--- config.mk ---
export PLATFORM = sky130hd
export DESIGN_NAME = bank_mapper
export DESIGN_NICKNAME = d
export VERILOG_FILES = /design/src/rtl/bank_mapper_pkg.sv /design/src/rtl/bm_port_regs.sv /design/src/rtl/bm_page_adder.sv /design/src/rtl/bm_select_decode.sv /design/src/rtl/bank_mapper.sv
export SDC_FILE = /design/constraint.sdc
export NUM_CORES = 1
export LEC_CHECK = 0
export ABC_CLOCK_PERIOD_IN_PS = 3650
export CORE_MARGIN = 1.5
export CORE_UTILIZATION = 35
export CTS_CLUSTER_SIZE = 8
export DETAILED_ROUTE_END_ITERATION = 8
export PLACE_DENSITY = 0.76
export SYNTH_ARGS = -nofsm -noshare
export SYNTH_HDL_FRONTEND = slang
export SYNTH_HIERARCHICAL = 1
export SYNTH_SLANG_ARGS = --single-unit
--- constraint.sdc ---
create_clock -name clk -period 3.65 [get_ports clk]
set_clock_uncertainty 0.15 [all_clocks]
set_input_delay 0.365 -clock clk [delete_from_list [all_inputs] [get_ports clk]]
set_output_delay 0.365 -clock clk [all_outputs]
set_load 0.03 [all_outputs]
--- src/rtl/bank_mapper_pkg.sv ---
package bank_mapper_pkg;
  localparam int unsigned LOG_AW  = 16;
  localparam int unsigned PORT_W  = 8;
  localparam int unsigned PAGE_SW = 3;

  typedef enum logic [1:0] {
    ACC_IDLE = 2'd0,
    ACC_RAM  = 2'd1,
    ACC_ROM  = 2'd2
  } access_kind_t;

  function automatic logic is_io_write(input logic iorq_n, input logic wr_n);
    return (!iorq_n) && (!wr_n);
  endfunction
endpackage

--- src/rtl/bm_port_regs.sv ---
module bm_port_regs #(
  parameter int unsigned DATA_W    = 8,
  parameter int unsigned BASE_W    = 8,
  parameter int unsigned PORT_W    = 8,
  parameter logic [7:0]  BASE_PORT = 8'h40,
  parameter logic [7:0]  ROM_PORT  = 8'h41
) (
  input  logic              clk,
  input  logic              rst_n,
  input  logic [PORT_W-1:0] port_num,
  input  logic              iorq_n,
  input  logic              wr_n,
  input  logic [DATA_W-1:0] data_in,
  output logic [BASE_W-1:0] base_q,
  output logic              romen_q
);
  import bank_mapper_pkg::*;

  localparam int unsigned CPY_W = (BASE_W < DATA_W) ? BASE_W : DATA_W;

  logic io_wr;
  logic hit_base;
  logic hit_rom;
  logic [BASE_W-1:0] base_nxt;

  assign io_wr    = is_io_write(iorq_n, wr_n);
  assign hit_base = io_wr && (port_num == BASE_PORT[PORT_W-1:0]);
  assign hit_rom  = io_wr && (port_num == ROM_PORT[PORT_W-1:0]);

  always_comb begin
    base_nxt = '0;
    base_nxt[CPY_W-1:0] = data_in[CPY_W-1:0];
  end

  always_ff @(posedge clk or negedge rst_n) begin
    if (!rst_n) begin
      base_q  <= '0;
      romen_q <= 1'b1;
    end else begin
      if (hit_base) base_q  <= base_nxt;
      if (hit_rom)  romen_q <= data_in[0];
    end
  end
endmodule

--- src/rtl/bm_page_adder.sv ---
module bm_page_adder #(
  parameter int unsigned W     = 8,
  parameter int unsigned STYLE = 1
) (
  input  logic [W-1:0] a,
  input  logic [W-1:0] b,
  output logic [W-1:0] sum
);
  generate
    if (STYLE == 1) begin : g_ripple
      logic [W:0] cy;
      logic unused_cout;
      assign cy[0] = 1'b0;
      for (genvar i = 0; i < W; i++) begin : g_bit
        assign sum[i]  = a[i] ^ b[i] ^ cy[i];
        assign cy[i+1] = (a[i] & b[i]) | (cy[i] & (a[i] ^ b[i]));
      end
      assign unused_cout = cy[W];
    end else begin : g_behav
      assign sum = a + b;
    end
  endgenerate
endmodule

--- src/rtl/bm_select_decode.sv ---
module bm_select_decode #(
  parameter int unsigned PAGE_W  = 6,
  parameter int unsigned PAGE_SW = 3
) (
  input  logic               mreq_n,
  input  logic               romen,
  input  logic [PAGE_SW-1:0] cpu_page,
  input  logic [PAGE_W-1:0]  sum_page,
  output logic [PAGE_W-1:0]  phys_page,
  output logic               ram_cs_n,
  output logic               rom_cs_n
);
  import bank_mapper_pkg::*;

  access_kind_t kind;
  logic in_common;
  logic low_half;

  assign in_common = &cpu_page;
  assign low_half  = ~cpu_page[PAGE_SW-1];
  assign phys_page = in_common ? {PAGE_W{1'b1}} : sum_page;

  always_comb begin
    if (mreq_n)                kind = ACC_IDLE;
    else if (romen && low_half) kind = ACC_ROM;
    else                       kind = ACC_RAM;
  end

  assign ram_cs_n = (kind != ACC_RAM);
  assign rom_cs_n = (kind != ACC_ROM);
endmodule

--- src/rtl/bank_mapper.sv ---
module bank_mapper #(
  parameter int unsigned PHYS_AW     = 19,
  parameter int unsigned DATA_W      = 8,
  parameter int unsigned BASE_W      = 8,
  parameter int unsigned ADDER_STYLE = 1,
  parameter logic [7:0]  BASE_PORT   = 8'h40,
  parameter logic [7:0]  ROM_PORT    = 8'h41
) (
  input  logic                           clk,
  input  logic                           rst_n,
  input  logic [bank_mapper_pkg::LOG_AW-1:0] cpu_addr,
  input  logic                           mreq_n,
  input  logic                           iorq_n,
  input  logic                           wr_n,
  input  logic [DATA_W-1:0]              data_in,
  output logic [PHYS_AW-1:0]             phys_addr,
  output logic                           ram_cs_n,
  output logic                           rom_cs_n
);
  import bank_mapper_pkg::*;

  localparam int unsigned OFS_W  = LOG_AW - PAGE_SW;
  localparam int unsigned PAGE_W = PHYS_AW - OFS_W;

  logic [BASE_W-1:0]  base_q;
  logic               romen_q;
  logic [BASE_W-1:0]  add_b;
  logic [BASE_W-1:0]  sum_full;
  logic [PAGE_W-1:0]  phys_page;
  logic [PAGE_SW-1:0] cpu_page;
  logic               unused_sum_hi;

  assign cpu_page = cpu_addr[LOG_AW-1:OFS_W];

  bm_port_regs #(
    .DATA_W(DATA_W), .BASE_W(BASE_W), .PORT_W(PORT_W),
    .BASE_PORT(BASE_PORT), .ROM_PORT(ROM_PORT)
  ) u_regs (
    .clk(clk), .rst_n(rst_n), .port_num(cpu_addr[PORT_W-1:0]),
    .iorq_n(iorq_n), .wr_n(wr_n), .data_in(data_in),
    .base_q(base_q), .romen_q(romen_q)
  );

  always_comb begin
    add_b = '0;
    add_b[PAGE_SW-1:0] = cpu_page;
  end

  bm_page_adder #(.W(BASE_W), .STYLE(ADDER_STYLE)) u_add (
    .a(base_q), .b(add_b), .sum(sum_full)
  );

  assign unused_sum_hi = ^sum_full[BASE_W-1:PAGE_W];

  bm_select_decode #(.PAGE_W(PAGE_W), .PAGE_SW(PAGE_SW)) u_dec (
    .mreq_n(mreq_n), .romen(romen_q), .cpu_page(cpu_page),
    .sum_page(sum_full[PAGE_W-1:0]), .phys_page(phys_page),
    .ram_cs_n(ram_cs_n), .rom_cs_n(rom_cs_n)
  );

  assign phys_addr = {phys_page, cpu_addr[OFS_W-1:0]};
endmodule

==> impl_metrics.ini <==
[route]
wl_per_cell_microns = 11.3
drc = 3
firstDrtPassIters = 6
viasPerCell = 4.47
num_vias = 456
first_iter_violations = 9
wl_mm = 1.15
ant_nets = 0

[worst_hold_path]
min_path_type = in -> async

[worst_setup_path]
ff2ff_path_depth = 1
cp_max_fo = 2
crit_buf_inv = 4
worst_path_most_repeated_cell = fa_2
end_kind = output port
path_depth = 11
cp_top_family = adder cells
cp.arrival_ps = 2980
startpoint_type = input pin
crit_chain = clkdlybuf4s50_1 -> ha_2 -> inv_1 -> fa_1 -> inv_1 -> fa_2 -> fa_2 -> fa_2 -> fa_1 -> nand2b_1 -> buf_4
max_stage_delay_ps = 430
crit_required_ps = 3130
critical_path_class = in -> out
critPathSlowestCell = clkdlybuf4s50_1

[floorplanning]
die_w_microns = 44.7
row_count = 14
start_util_pct = 39.0
die_area_sq_um = 2000
ioPinCount = 50
die_h_microns = 44.7
design.core.area_sq_um = 1560

[placement]
hpwl_mm = 1.08
place_congestion = 0.674
portBuffers = 37
dp_cells = 98
pre_cts_ws_ps = -16.0

[grt]
grt_pass1_vias = 501
grt_start_max_net_pins = 8
grt_antenna_before_repair = 0
grt_usage_pct = 14.5
grt_first_pass_wirelength_mm = 2.05
overflow = 0

[sta]
period_share_pct = 95.8
rsz0062_at_grt = no
hold-worst-slack_ps = 211
fin_crit_ps = 3500
maxSlewViolCount = 0
clock.fmax_mhz = 286
setup_violations = 0
hold_violations = 0
layout_setup_ws_ps = 154

[finish]
stdcell_count = 102
final_nets = 122
final_core_util_pct = 60.8
syn_to_final_growth_pct = 56.0
drive_above_1_share_pct = 25.6
insertedDiodeCount = 0

[cts]
post_cts_resized = 1
clk_pin_slew_ps = 60
holdBufCountCts = 0
clk_latency_ps = 250
cts_setup_buffers = 0
cts_buffer_depth = 2
cts_tree = done
cts_buffers = 3
htreeDepth = 1
cts_root_buffer = clkbuf_4
clock-sinks = 7

[power_and_ir_drop]
ir_drop_mv = 0.172
p_per_area_nw_per_um2 = 251
power_leakage_nw = 0.431

[synthesis]
synth.cell_area_sq_um = 608
netlist_instances = 55
synth_area_per_cell_sq_um = 11.1
yosysWarnings = 6

[run_status]
violations = DRC
status = finished, violations left

[flow_run]
max_cap_viol_count = 0
[power by group]
| group | switching [mW] | internal [mW] | total, mW |
|---|---|---|---|
| Sequential | 0.00179 | 0.0800 | 0.0818 |
| Clock | 0.0286 | 0.0400 | 0.0686 |
| Combinational | 0.0413 | 0.0462 | 0.0875 |
[final timing paths]
check,start,end,slack [ps]
max,cpu_addr[13],phys_addr[18],150
min,rst_n,u_regs/base_q[1],210
max reg2reg,u_regs/base_q[2],u_regs/base_q[2],2700
min reg2reg,u_regs/base_q[1],u_regs/base_q[1],370
max in group asynchronous,rst_n,u_regs/romen_q,2860
min in group clk,u_regs/base_q[1],u_regs/base_q[1],370
[stage by stage]
step,area [sq um],TNS [ps],power [mW]
final,948,0,0.238
after detailed placement,911,-16.0,0.171
after floorplan,616,0,0.140
after CTS,941,0,0.242
after global routing,948,0,0.253
after global placement,911,0,0.170
[sequential cells by signal, summed over array words and instances, names as in the netlist]
register,flops
u_regs/base_q,6
u_regs/romen_q,1
[final cells by class]
type                       count  area [sq um]
sequential                     7           176
clock buffer                   3          22.5
timing repair buffer          38           373
tap                           16          20.0
inverter                       8          30.0
multi-input combinational     29           322
fill                         141           611
clock inverter                 1          5.00
[layer usage]
metal,track usage [%],share of wire [%]
met3,2.86,5.9
met4,7.27,0
met1,14.9,34
met2,27.2,60
met5,0,0
[layout by cell type, fill, tap and decap left out]
cell and n:
mux2_2 7, clkdlybuf4s50_1 35, nor4_1 1, conb_1 3, fa_2 3, dfrtp_1 6, nand2b_1 6, nand3_2 1
fa_1 2, or4b_1 1, clkbuf_4 3, or4_4 1, clkinv_2 1, nor4_4 1, buf_4 3, a21o_1 1
dfstp_2 1, nand3_1 1, inv_1 8, ha_2 1
Power figures use the tool's default switching activity.
